`src/rtl/ahbpb_pkg.sv`:
```
package ahbpb_pkg;

    typedef enum logic [2:0] {
        ST_IDLE,
        ST_WR_LATCH,
        ST_XFER,
        ST_ERR_FIRST,
        ST_ERR_LAST
    } bridge_state_e;

    localparam logic [1:0] WCODE_8  = 2'b00;
    localparam logic [1:0] WCODE_16 = 2'b01;
    localparam logic [1:0] WCODE_32 = 2'b10;

    // log2 of the byte width a peripheral width code stands for
    function automatic logic [1:0] code_to_size(input logic [1:0] code);
        logic [1:0] sz;
        unique case (code)
            WCODE_8:  sz = 2'd0;
            WCODE_16: sz = 2'd1;
            default:  sz = 2'd2;
        endcase
        return sz;
    endfunction

endpackage

```
`src/rtl/ahbpb_decode.sv`:
```
module ahbpb_decode #(
    parameter int ADDR_W     = 32,
    parameter int SLOT_COUNT = 31,
    parameter int SLOT_AW    = 12,
    localparam int SLOT_IDX_W = $clog2(SLOT_COUNT + 1)
) (
    input  logic [ADDR_W-1:0]       addr,
    input  logic [2:0]              size,
    input  logic [2*SLOT_COUNT-1:0] slot_width_cfg,
    output logic [SLOT_IDX_W-1:0]   slot_idx,
    output logic                    addr_good,
    output logic [1:0]              width_code
);
    import ahbpb_pkg::*;

    logic slot_ok;
    logic align_ok;

    assign slot_idx = addr[SLOT_AW +: SLOT_IDX_W];
    assign slot_ok  = (int'(slot_idx) < SLOT_COUNT);

    always_comb begin
        unique case (size)
            3'd0:    align_ok = 1'b1;
            3'd1:    align_ok = (addr[0] == 1'b0);
            3'd2:    align_ok = (addr[1:0] == 2'b00);
            default: align_ok = 1'b0;
        endcase
    end

    assign addr_good = slot_ok && align_ok;

    always_comb begin
        width_code = WCODE_32;
        for (int i = 0; i < SLOT_COUNT; i++) begin
            if (slot_idx == SLOT_IDX_W'(i)) begin
                width_code = slot_width_cfg[2*i +: 2];
            end
        end
    end

endmodule

```
`src/rtl/ahbpb_beat_plan.sv`:
```
module ahbpb_beat_plan (
    input  logic [1:0] xfer_size,
    input  logic [1:0] width_code,
    output logic [1:0] beat_size,
    output logic [1:0] last_beat
);
    import ahbpb_pkg::*;

    logic [1:0] periph_size;
    logic [1:0] split_shift;

    assign periph_size = code_to_size(width_code);
    assign beat_size   = (xfer_size < periph_size) ? xfer_size : periph_size;
    assign split_shift = xfer_size - beat_size;

    always_comb begin
        unique case (split_shift)
            2'd0:    last_beat = 2'd0;
            2'd1:    last_beat = 2'd1;
            default: last_beat = 2'd3;
        endcase
    end

endmodule

```
`src/rtl/ahbpb_lane_unit.sv`:
```
module ahbpb_lane_unit #(
    parameter int LANES = 4,
    localparam int LO_W = $clog2(LANES)
) (
    input  logic [LO_W-1:0]  addr_lo,
    input  logic [1:0]       size,
    output logic [LANES-1:0] lanes
);
    logic [LO_W+1:0] span_end;

    assign span_end = (LO_W+2)'(addr_lo) + ((LO_W+2)'(1) << size);

    for (genvar g = 0; g < LANES; g++) begin : g_lane
        assign lanes[g] = ((LO_W+2)'(g) >= (LO_W+2)'(addr_lo)) &&
                          ((LO_W+2)'(g) <  span_end);
    end

endmodule

```
`src/rtl/ahb_periph_bridge.sv`:
```
module ahb_periph_bridge #(
    parameter int ADDR_W     = 32,
    parameter int DATA_W     = 32,
    parameter int SLOT_COUNT = 31,
    parameter int SLOT_AW    = 12,
    localparam int LANES      = DATA_W / 8,
    localparam int SLOT_IDX_W = $clog2(SLOT_COUNT + 1),
    localparam int CFG_W      = 2 * SLOT_COUNT
) (
    input  logic                  clk,
    input  logic                  rst_n,
    input  logic                  hsel,
    input  logic [ADDR_W-1:0]     haddr,
    input  logic [1:0]            htrans,
    input  logic                  hwrite,
    input  logic [2:0]            hsize,
    input  logic [DATA_W-1:0]     hwdata,
    output logic [DATA_W-1:0]     hrdata,
    output logic                  hready,
    output logic                  hresp,
    input  logic [CFG_W-1:0]      slot_width_cfg,
    output logic [SLOT_COUNT-1:0] pb_sel,
    output logic [SLOT_AW-1:0]    pb_addr,
    output logic [DATA_W-1:0]     pb_wdata,
    output logic [LANES-1:0]      pb_lanes,
    output logic                  pb_wr,
    input  logic [DATA_W-1:0]     pb_rdata
);
    import ahbpb_pkg::*;

    bridge_state_e state_q, state_d;

    logic [SLOT_IDX_W-1:0] dec_slot;
    logic                  dec_good;
    logic [1:0]            dec_width;
    logic [1:0]            plan_beat_size;
    logic [1:0]            plan_last_beat;

    logic [SLOT_IDX_W-1:0] slot_q;
    logic [SLOT_AW-1:0]    cur_addr_q;
    logic [1:0]            beat_size_q;
    logic [1:0]            beat_last_q;
    logic [1:0]            beat_cnt_q;
    logic                  write_q;
    logic [DATA_W-1:0]     wdata_q;
    logic [DATA_W-1:0]     rd_acc_q;
    logic [LANES-1:0]      beat_lanes;

    logic accept;
    logic last_beat;

    ahbpb_decode #(
        .ADDR_W    (ADDR_W),
        .SLOT_COUNT(SLOT_COUNT),
        .SLOT_AW   (SLOT_AW)
    ) decode_i (
        .addr          (haddr),
        .size          (hsize),
        .slot_width_cfg(slot_width_cfg),
        .slot_idx      (dec_slot),
        .addr_good     (dec_good),
        .width_code    (dec_width)
    );

    ahbpb_beat_plan plan_i (
        .xfer_size (hsize[1:0]),
        .width_code(dec_width),
        .beat_size (plan_beat_size),
        .last_beat (plan_last_beat)
    );

    ahbpb_lane_unit #(
        .LANES(LANES)
    ) lane_i (
        .addr_lo(cur_addr_q[$clog2(LANES)-1:0]),
        .size   (beat_size_q),
        .lanes  (beat_lanes)
    );

    assign last_beat = (beat_cnt_q == beat_last_q);
    assign accept    = hready && hsel && htrans[1];

    // state register
    always_ff @(posedge clk or negedge rst_n) begin
        if (!rst_n) begin
            state_q <= ST_IDLE;
        end else begin
            state_q <= state_d;
        end
    end

    // next state
    always_comb begin
        state_d = state_q;
        unique case (state_q)
            ST_IDLE:      state_d = ST_IDLE;
            ST_WR_LATCH:  state_d = ST_XFER;
            ST_XFER:      state_d = last_beat ? ST_IDLE : ST_XFER;
            ST_ERR_FIRST: state_d = ST_ERR_LAST;
            ST_ERR_LAST:  state_d = ST_IDLE;
            default:      state_d = ST_IDLE;
        endcase
        if (accept) begin
            if (!dec_good) begin
                state_d = ST_ERR_FIRST;
            end else if (hwrite) begin
                state_d = ST_WR_LATCH;
            end else begin
                state_d = ST_XFER;
            end
        end
    end

    // outputs
    always_comb begin
        hready   = 1'b1;
        hresp    = 1'b0;
        pb_sel   = '0;
        pb_lanes = '0;
        pb_wr    = 1'b0;
        unique case (state_q)
            ST_IDLE: begin
                hready = 1'b1;
            end
            ST_WR_LATCH: begin
                hready = 1'b0;
            end
            ST_XFER: begin
                hready   = last_beat;
                pb_lanes = beat_lanes;
                pb_wr    = write_q;
                for (int i = 0; i < SLOT_COUNT; i++) begin
                    pb_sel[i] = (slot_q == SLOT_IDX_W'(i));
                end
            end
            ST_ERR_FIRST: begin
                hready = 1'b0;
                hresp  = 1'b1;
            end
            ST_ERR_LAST: begin
                hready = 1'b1;
                hresp  = 1'b1;
            end
            default: begin
                hready = 1'b1;
            end
        endcase
    end

    assign pb_addr  = cur_addr_q;
    assign pb_wdata = wdata_q;

    // read word: live lanes of the current beat over gathered earlier beats
    for (genvar g = 0; g < LANES; g++) begin : g_rd
        assign hrdata[8*g +: 8] = beat_lanes[g] ? pb_rdata[8*g +: 8]
                                                : rd_acc_q[8*g +: 8];
    end

    // datapath
    always_ff @(posedge clk or negedge rst_n) begin
        if (!rst_n) begin
            slot_q      <= '0;
            cur_addr_q  <= '0;
            beat_size_q <= '0;
            beat_last_q <= '0;
            beat_cnt_q  <= '0;
            write_q     <= 1'b0;
            wdata_q     <= '0;
            rd_acc_q    <= '0;
        end else if (accept) begin
            slot_q      <= dec_slot;
            cur_addr_q  <= haddr[SLOT_AW-1:0];
            beat_size_q <= plan_beat_size;
            beat_last_q <= plan_last_beat;
            beat_cnt_q  <= '0;
            write_q     <= hwrite;
        end else if (state_q == ST_WR_LATCH) begin
            wdata_q <= hwdata;
        end else if (state_q == ST_XFER && !last_beat) begin
            beat_cnt_q <= beat_cnt_q + 2'd1;
            cur_addr_q <= cur_addr_q + (SLOT_AW'(1) << beat_size_q);
            if (!write_q) begin
                for (int i = 0; i < LANES; i++) begin
                    if (beat_lanes[i]) begin
                        rd_acc_q[8*i +: 8] <= pb_rdata[8*i +: 8];
                    end
                end
            end
        end
    end

endmodule

```
`config.mk`:
```
export PLATFORM = sky130hd
export DESIGN_NAME = ahb_periph_bridge
export DESIGN_NICKNAME = d
export VERILOG_FILES = /design/src/rtl/ahbpb_pkg.sv /design/src/rtl/ahbpb_decode.sv /design/src/rtl/ahbpb_beat_plan.sv /design/src/rtl/ahbpb_lane_unit.sv /design/src/rtl/ahb_periph_bridge.sv
export SDC_FILE = /design/constraint.sdc
export NUM_CORES = 1
export LEC_CHECK = 0
export BUFFER_PORTS_ARGS = -buffer_cell sky130_fd_sc_hd__buf_2
export CORE_MARGIN = 2
export CORE_UTILIZATION = 43
export DETAILED_ROUTE_END_ITERATION = 16
export PLACE_DENSITY = 0.78
export SLEW_MARGIN = 20
export SYNTH_ARGS = -nofsm -noshare
export SYNTH_HDL_FRONTEND = slang
export SYNTH_HIERARCHICAL = 1
export SYNTH_SLANG_ARGS = --single-unit
```
`constraint.sdc`:
```
create_clock -name clk -period 3 [get_ports clk]
set_clock_uncertainty 0.15 [all_clocks]
set_input_delay 0.15 -clock clk [delete_from_list [all_inputs] [get_ports clk]]
set_output_delay 0.15 -clock clk [all_outputs]
set_load 0.02 [all_outputs]
```
# Yosys cells after proc, flatten, opt, wreduce, memory -nomap -nowiden
# Cells that the tools add are included.
# Widths: inputs -> output; s select.
# totals
mem_bits_rw	0
mem_count	0
latch_bits	0
regBits	91
mem_bits_ro	0
# op_classes
order_cmp	9
n_mul	0
bitwise	4
n_div	0
shifts	2
muxes	55
addsub	4
n_eq_ne	70
reduce_logical	20
# ops
cell	count
$eq 5x5->1 const B	30
$eq 5x4->1 const B	16
$mux 2	38
$eq 5x3->1 const B	8
$mux 12	3
$mux 8	4
$mux 31	1
$eq 5x2->1 const B	4
$add 12x12->12	1
$shl 1x2->12 const A	1
$eq 5x1->1 const B	2
$logic_not 5->1	2
$eq 3x2->1 const B	3
$pmux 3 s3	1
$lt 1x4->1 const A	2
$lt 2x4->1 const A	2
$pmux 2 s2	2
$logic_and 1x1->1	7
$eq 3x1->1 const B	2
$logic_not 2->1	3
$lt 5x5->1 const B	1
$add 2x4->4	1
$eq 2x1->1 const B	2
$ge 1x2->1 const A	2
other kinds (20)	26

# Depth between registers and ports, before layout
# depth
ltp_word	39
mapped_depth	16

# Modules after synthesis
# The synthesis kept the hierarchy.
# modules_own_cells
mod	instances	area_per_inst_um2	cells_each	seq_area_each_um2
ahb_periph_bridge	1	4575.6	401	2277.2
ahbpb_decode	1	1007.2	150	0.0
ahbpb_lane_unit	1	140.1	17	0.0
ahbpb_beat_plan	1	95.1	12	0.0

# Worst setup path after synthesis
# No wires, ideal clock.
# synth_path
path_kind	register to register
startpoint	register cur_addr_q[0] (netlist: pb_addr[0])
endpoint	register rd_acc_q[16]
setup_ns	0.128
t_arrival_ns	2.667
path_slack_ns	0.056
period_less_slack_ns	2.944
path_stages_with_launch	8
cell_sequence	dfrtp_1 ha_1 fa_1 and4bb_4 a311oi_2 clkbuf_1 mux2_2 mux2_1
# synth_between
elab_chain_len	4
# synth_rtl
item	line	rtl
start, declared	ahb_periph_bridge.sv:40	logic [SLOT_AW-1:0] cur_addr_q;
start signal, assigned	ahb_periph_bridge.sv:172	cur_addr_q <= haddr[SLOT_AW-1:0];
start signal, assigned	ahb_periph_bridge.sv:181	cur_addr_q <= cur_addr_q + (SLOT_AW'(1) << beat_size_q);
$add 2x4->4	ahbpb_lane_unit.sv:11	assign span_end = (LO_W+2)'(addr_lo) + ((LO_W+2)'(1) << size);
$lt 2x4->1	ahbpb_lane_unit.sv:15	((LO_W+2)'(g) < span_end);
$logic_and 1x1->1 *	ahbpb_lane_unit.sv:14	assign lanes[g] = ((LO_W+2)'(g) >= (LO_W+2)'(addr_lo)) &&
named net beat_lanes[2]	ahb_periph_bridge.sv:47	logic [LANES-1:0] beat_lanes;
$mux 8 *	-	
named net hrdata[16]	ahb_periph_bridge.sv:18	output logic [DATA_W-1:0] hrdata,
end signal, assigned by index	ahb_periph_bridge.sv:185	rd_acc_q[8*i +: 8] <= pb_rdata[8*i +: 8];
end, declared	ahb_periph_bridge.sv:46	logic [DATA_W-1:0] rd_acc_q;
# Mark *: on every way through the listed nets, which the timed path passes. The rest lies on a longest branch.
# A chain may end at the register's enable or synchronous reset.

# Worst setup path after layout
# layout_path
startpoint	register beat_size_q[0]
endpoint	output hrdata[18]
# layout_between
elab_chain_len	5
# layout_rtl
item	line	rtl
start, declared	ahb_periph_bridge.sv:41	logic [1:0] beat_size_q;
start signal, assigned	ahb_periph_bridge.sv:173	beat_size_q <= plan_beat_size;
$shl 1x2->4	ahbpb_lane_unit.sv:11	
$add 2x4->4	ahbpb_lane_unit.sv:11	
$lt 2x4->1	ahbpb_lane_unit.sv:15	
$logic_and 1x1->1	ahbpb_lane_unit.sv:14	
named net beat_lanes[2]	ahb_periph_bridge.sv:47	
$mux 8	-	
end, declared	ahb_periph_bridge.sv:18	
# The timed path passes the listed nets, and every way through them passes these cells.

==> flow_summary.ini <==
[run_status]
status = completed

[synthesis]
ys_seq_area_share_pct = 39.1
yosysUniqueCellTypes = 75
syn_area_sq_um = 5820
synth_edf_count = 0
synth_nets = 759
syn_area_per_cell_sq_um = 10.0
yosys_most_used_dff = dfrtp_1
synth_seq_cells = 91
ys_warn_count = 6
synth-async-reset-ratio_pct = 100
syn_inst = 580

[timing]
tightest_slew_ns = 0.680
hold_viol = 0
max_slew_margin_pct = 54.5
hold-worst-slack_ns = 0.0173
setup_violations = 0
fin_crit_sh_pct = 99.0
max_freq_ghz = 0.337
rsz0062_at_grt = true
drv_slew = 0
period_minus_slack_ns = 2.97

[power]
clock_power_share_pct = 12.8
cellPowerDensity_nw_per_um2 = 1100
seqPwrFrac_pct = 24.3
p_comb_share_pct = 62.9
p_sw_uw = 4140
swShare_pct = 44.5
p_int_uw = 5160
peakVddDrop_v = 0.000486
leakagePower_uw = 0.00416

[floorplanning]
row_count = 42
initial_core_util_pct = 43.9
core_area_sq_um = 13200
die_h_um = 120
die_width_um = 120
ios = 281
die_area_sq_um = 14500

[setup_path]
cp_common_cell = buf_6
crit_required_ns = 2.70
reg2reg_slack_ns = 0.13
timing.rr.start = beat_size_q[0]$_DFFE_PN0P_
startpoint_type = register
slowest_stage = fa_2
cpLargestDelayFamily = adder cells
crit_path_start = beat_size_q[0]$_DFFE_PN0P_
worstSetupEndpointType = output pin
crit_chain = nor2_1 -> ha_2 -> fa_2 -> nand2_2 -> a311oi_4 -> buf_6 -> mux2_4 -> buf_6
path_max_fanout = 5
critical_path_buf_inv_count = 2
setup.worst_path.class = register to output pin
slowest_delay_ns = 0.59
cp.arrival_ns = 2.67

[cells_and_area]
design_area_sq_um = 8480
final_nets = 1096
diodes = 0
drive_above_1_share_pct = 46.7
syn_to_final_growth_pct = 45.7

[cts]
cts.sinks = 91
cts_tree = yes
cts_made_buffers = 9
cts-htree-levels = 3
worstSkewPairLatency_ns = 0.34
cts.path.max_buffers = 2
clkTransAtPathRegs_ns = 0.07
cts-root-buf = clkbuf_16

[worst_hold_path]
hold_class = input pin to register
hp-start = pb_rdata[11]

[run]
drv_cap = 0

[grt]
grt_pass1_vias = 5715
grt_pass1_wl_um = 27200
track_usage_pct = 23.4
grt_max_degree = 50
globalRouteOverflowTotal = 0
antenna_found_initial = 0

[detailed_routing]
drc_errors = 0
drt-total-wl_um = 17600
drt-pass1-iter-count = 4
routed_via_density = 5.22
ant_nets = 0
vias = 5730
wl_per_cell_um = 16.0
drt_first_iter_violations = 344

[place]
placed_area_sq_um = 7540
portBuffers = 264
dp_hpwl_um = 12200
place.gp.congestion = 0.882
## power groups by stage
stage	combinational, uW	sequential [uW]	clock [uW]
global placement	5070	2210	0
detailed placement	5160	2250	0
CTS	5380	2230	1210
finish	5850	2260	1190
floorplan	3320	2570	0
global route	6250	2340	1270
## per-layer routing
layer	global-route usage, %	wire, um	vias to the layer above
met3	3.49	833	43
met1	26.8	6860	2723
met5	0	0	-
met4	9.45	532	0
met2	43.5	9380	216
li1	-	-	2748
## worst register-to-register path, cell delays in order, from the launching register on
cell and delay [ns]:
dfrtp_1 0.40, nor2_1 0.07, ha_2 0.20, fa_2 0.59, nand2_2 0.08, a311oi_4 0.35
buf_6 0.19, mux2_4 0.32, buf_4 0.13, mux2_1 0.28
## cells by family (layout without fill, tap and decap cells)
family	after synthesis	in the layout	synth area share, %
buffers and inverters	54	396	4.97
flip-flops	91	91	39.1
AND/OR/NAND/NOR	195	195	16.7
XOR/XNOR	3	3	0.710
multiplexers	108	108	21.0
adder cells (fa/ha/maj)	12	12	2.84
AO/OA/AOI/OAI	117	117	14.7
## layout by cell type (no fill, tap or decap), drive strengths merged, types with 4 or more instances in the layout
master and count:
dfrtp 91, mux2 99, o211ai 4, nand4 5, a21oi 27, mux2i 8
nand2 52, o21a 5, and2 12, ha 10, a2bb2oi 4, dlygate4sd3 45
a21o 5, o2bb2ai 7, nor2b 16, nand3 10, nor3 4, o21ai 21
nor2 60, buf 320, inv 18, a211oi 7, nor3b 4, clkbuf 9
nand2b 13
## sequential cells by signal (all words and copies together) (netlist names)
register / cells
slot_q: 5
pb_wdata: 32
pb_addr: 12
beat_last_q: 2
beat_cnt_q: 2
rd_acc_q: 32
beat_size_q: 2
state_q: 3
write_q: 1
## cells in the mapped netlist (5+ instances only)
master     number  area share (%)
nand2_1        51             3.3
clkbuf_1        6            0.39
nor2_1         57             3.7
nand2b_1       13             1.4
o21a_1          5            0.65
buf_2          15             1.3
nand4_1         5            0.54
mux2_2         65              13
ha_1           10             2.2
nand3_1        10            0.86
dfrtp_1        91              39
inv_1          15            0.97
a211oi_1        7            0.90
buf_4          11             1.4
a21o_1          5            0.65
o2bb2ai_1       7             1.1
mux2i_1         8             1.4
nor2b_1        15             1.6
mux2_1         34             6.6
a21oi_1        23             2.0
o21ai_0        16             1.4
and2_1         12             1.3
## layout make-up
cell class                      instances  area, sq um
Clock buffer                            9          225
Clock inverter                          7         92.6
Fill cell                            1097         4770
Inverter                               15         56.3
Multi-Input combinational cell        435         3320
Sequential cell                        91         2280
Tap cell                              176          220
Timing Repair Buffer                  365         2280
## metrics by stage
step	TNS (ns)	instances	util (%)	setup WS [ns]	power [uW]
after detailed placement	-0.109	1031	56.9	-0.109	7420
final	0	1098	64.0	0.0293	9300
after CTS	0	1096	63.0	0.00443	8820
after floorplan	0	580	-	0.0555	5890
after global routing	-0.646	1098	64.0	-0.0685	9860
after global placement	-0.0546	1031	56.9	-0.0546	7280
## path summary, 6_finish.rpt
check / to / cells after the start
min reg2reg: rd_acc_q[31]$_DFFE_PN0P_ / 1
max reg2reg: rd_acc_q[17]$_DFFE_PN0P_ / 9
min in group asynchronous: pb_wdata[23]$_DFFE_PN0P_ / 2
max in group asynchronous: rd_acc_q[17]$_DFFE_PN0P_ / 3
min: rd_acc_q[11]$_DFFE_PN0P_ / 3
max: hrdata[18] / 8
## repair_timing
| item | CTS | global route |
|---|---|---|
| hold buffers | 45 | 0 |
| hold endpoints to repair | 87 | 0 |
| setup endpoints to repair | 17 | 17 |
| pin swaps | 1 | 5 |
| gates cloned | 2 | 0 |
| resized for setup | 7 | 32 |
| setup buffers | 2 | 2 |
Power figures use the tool's default switching activity.
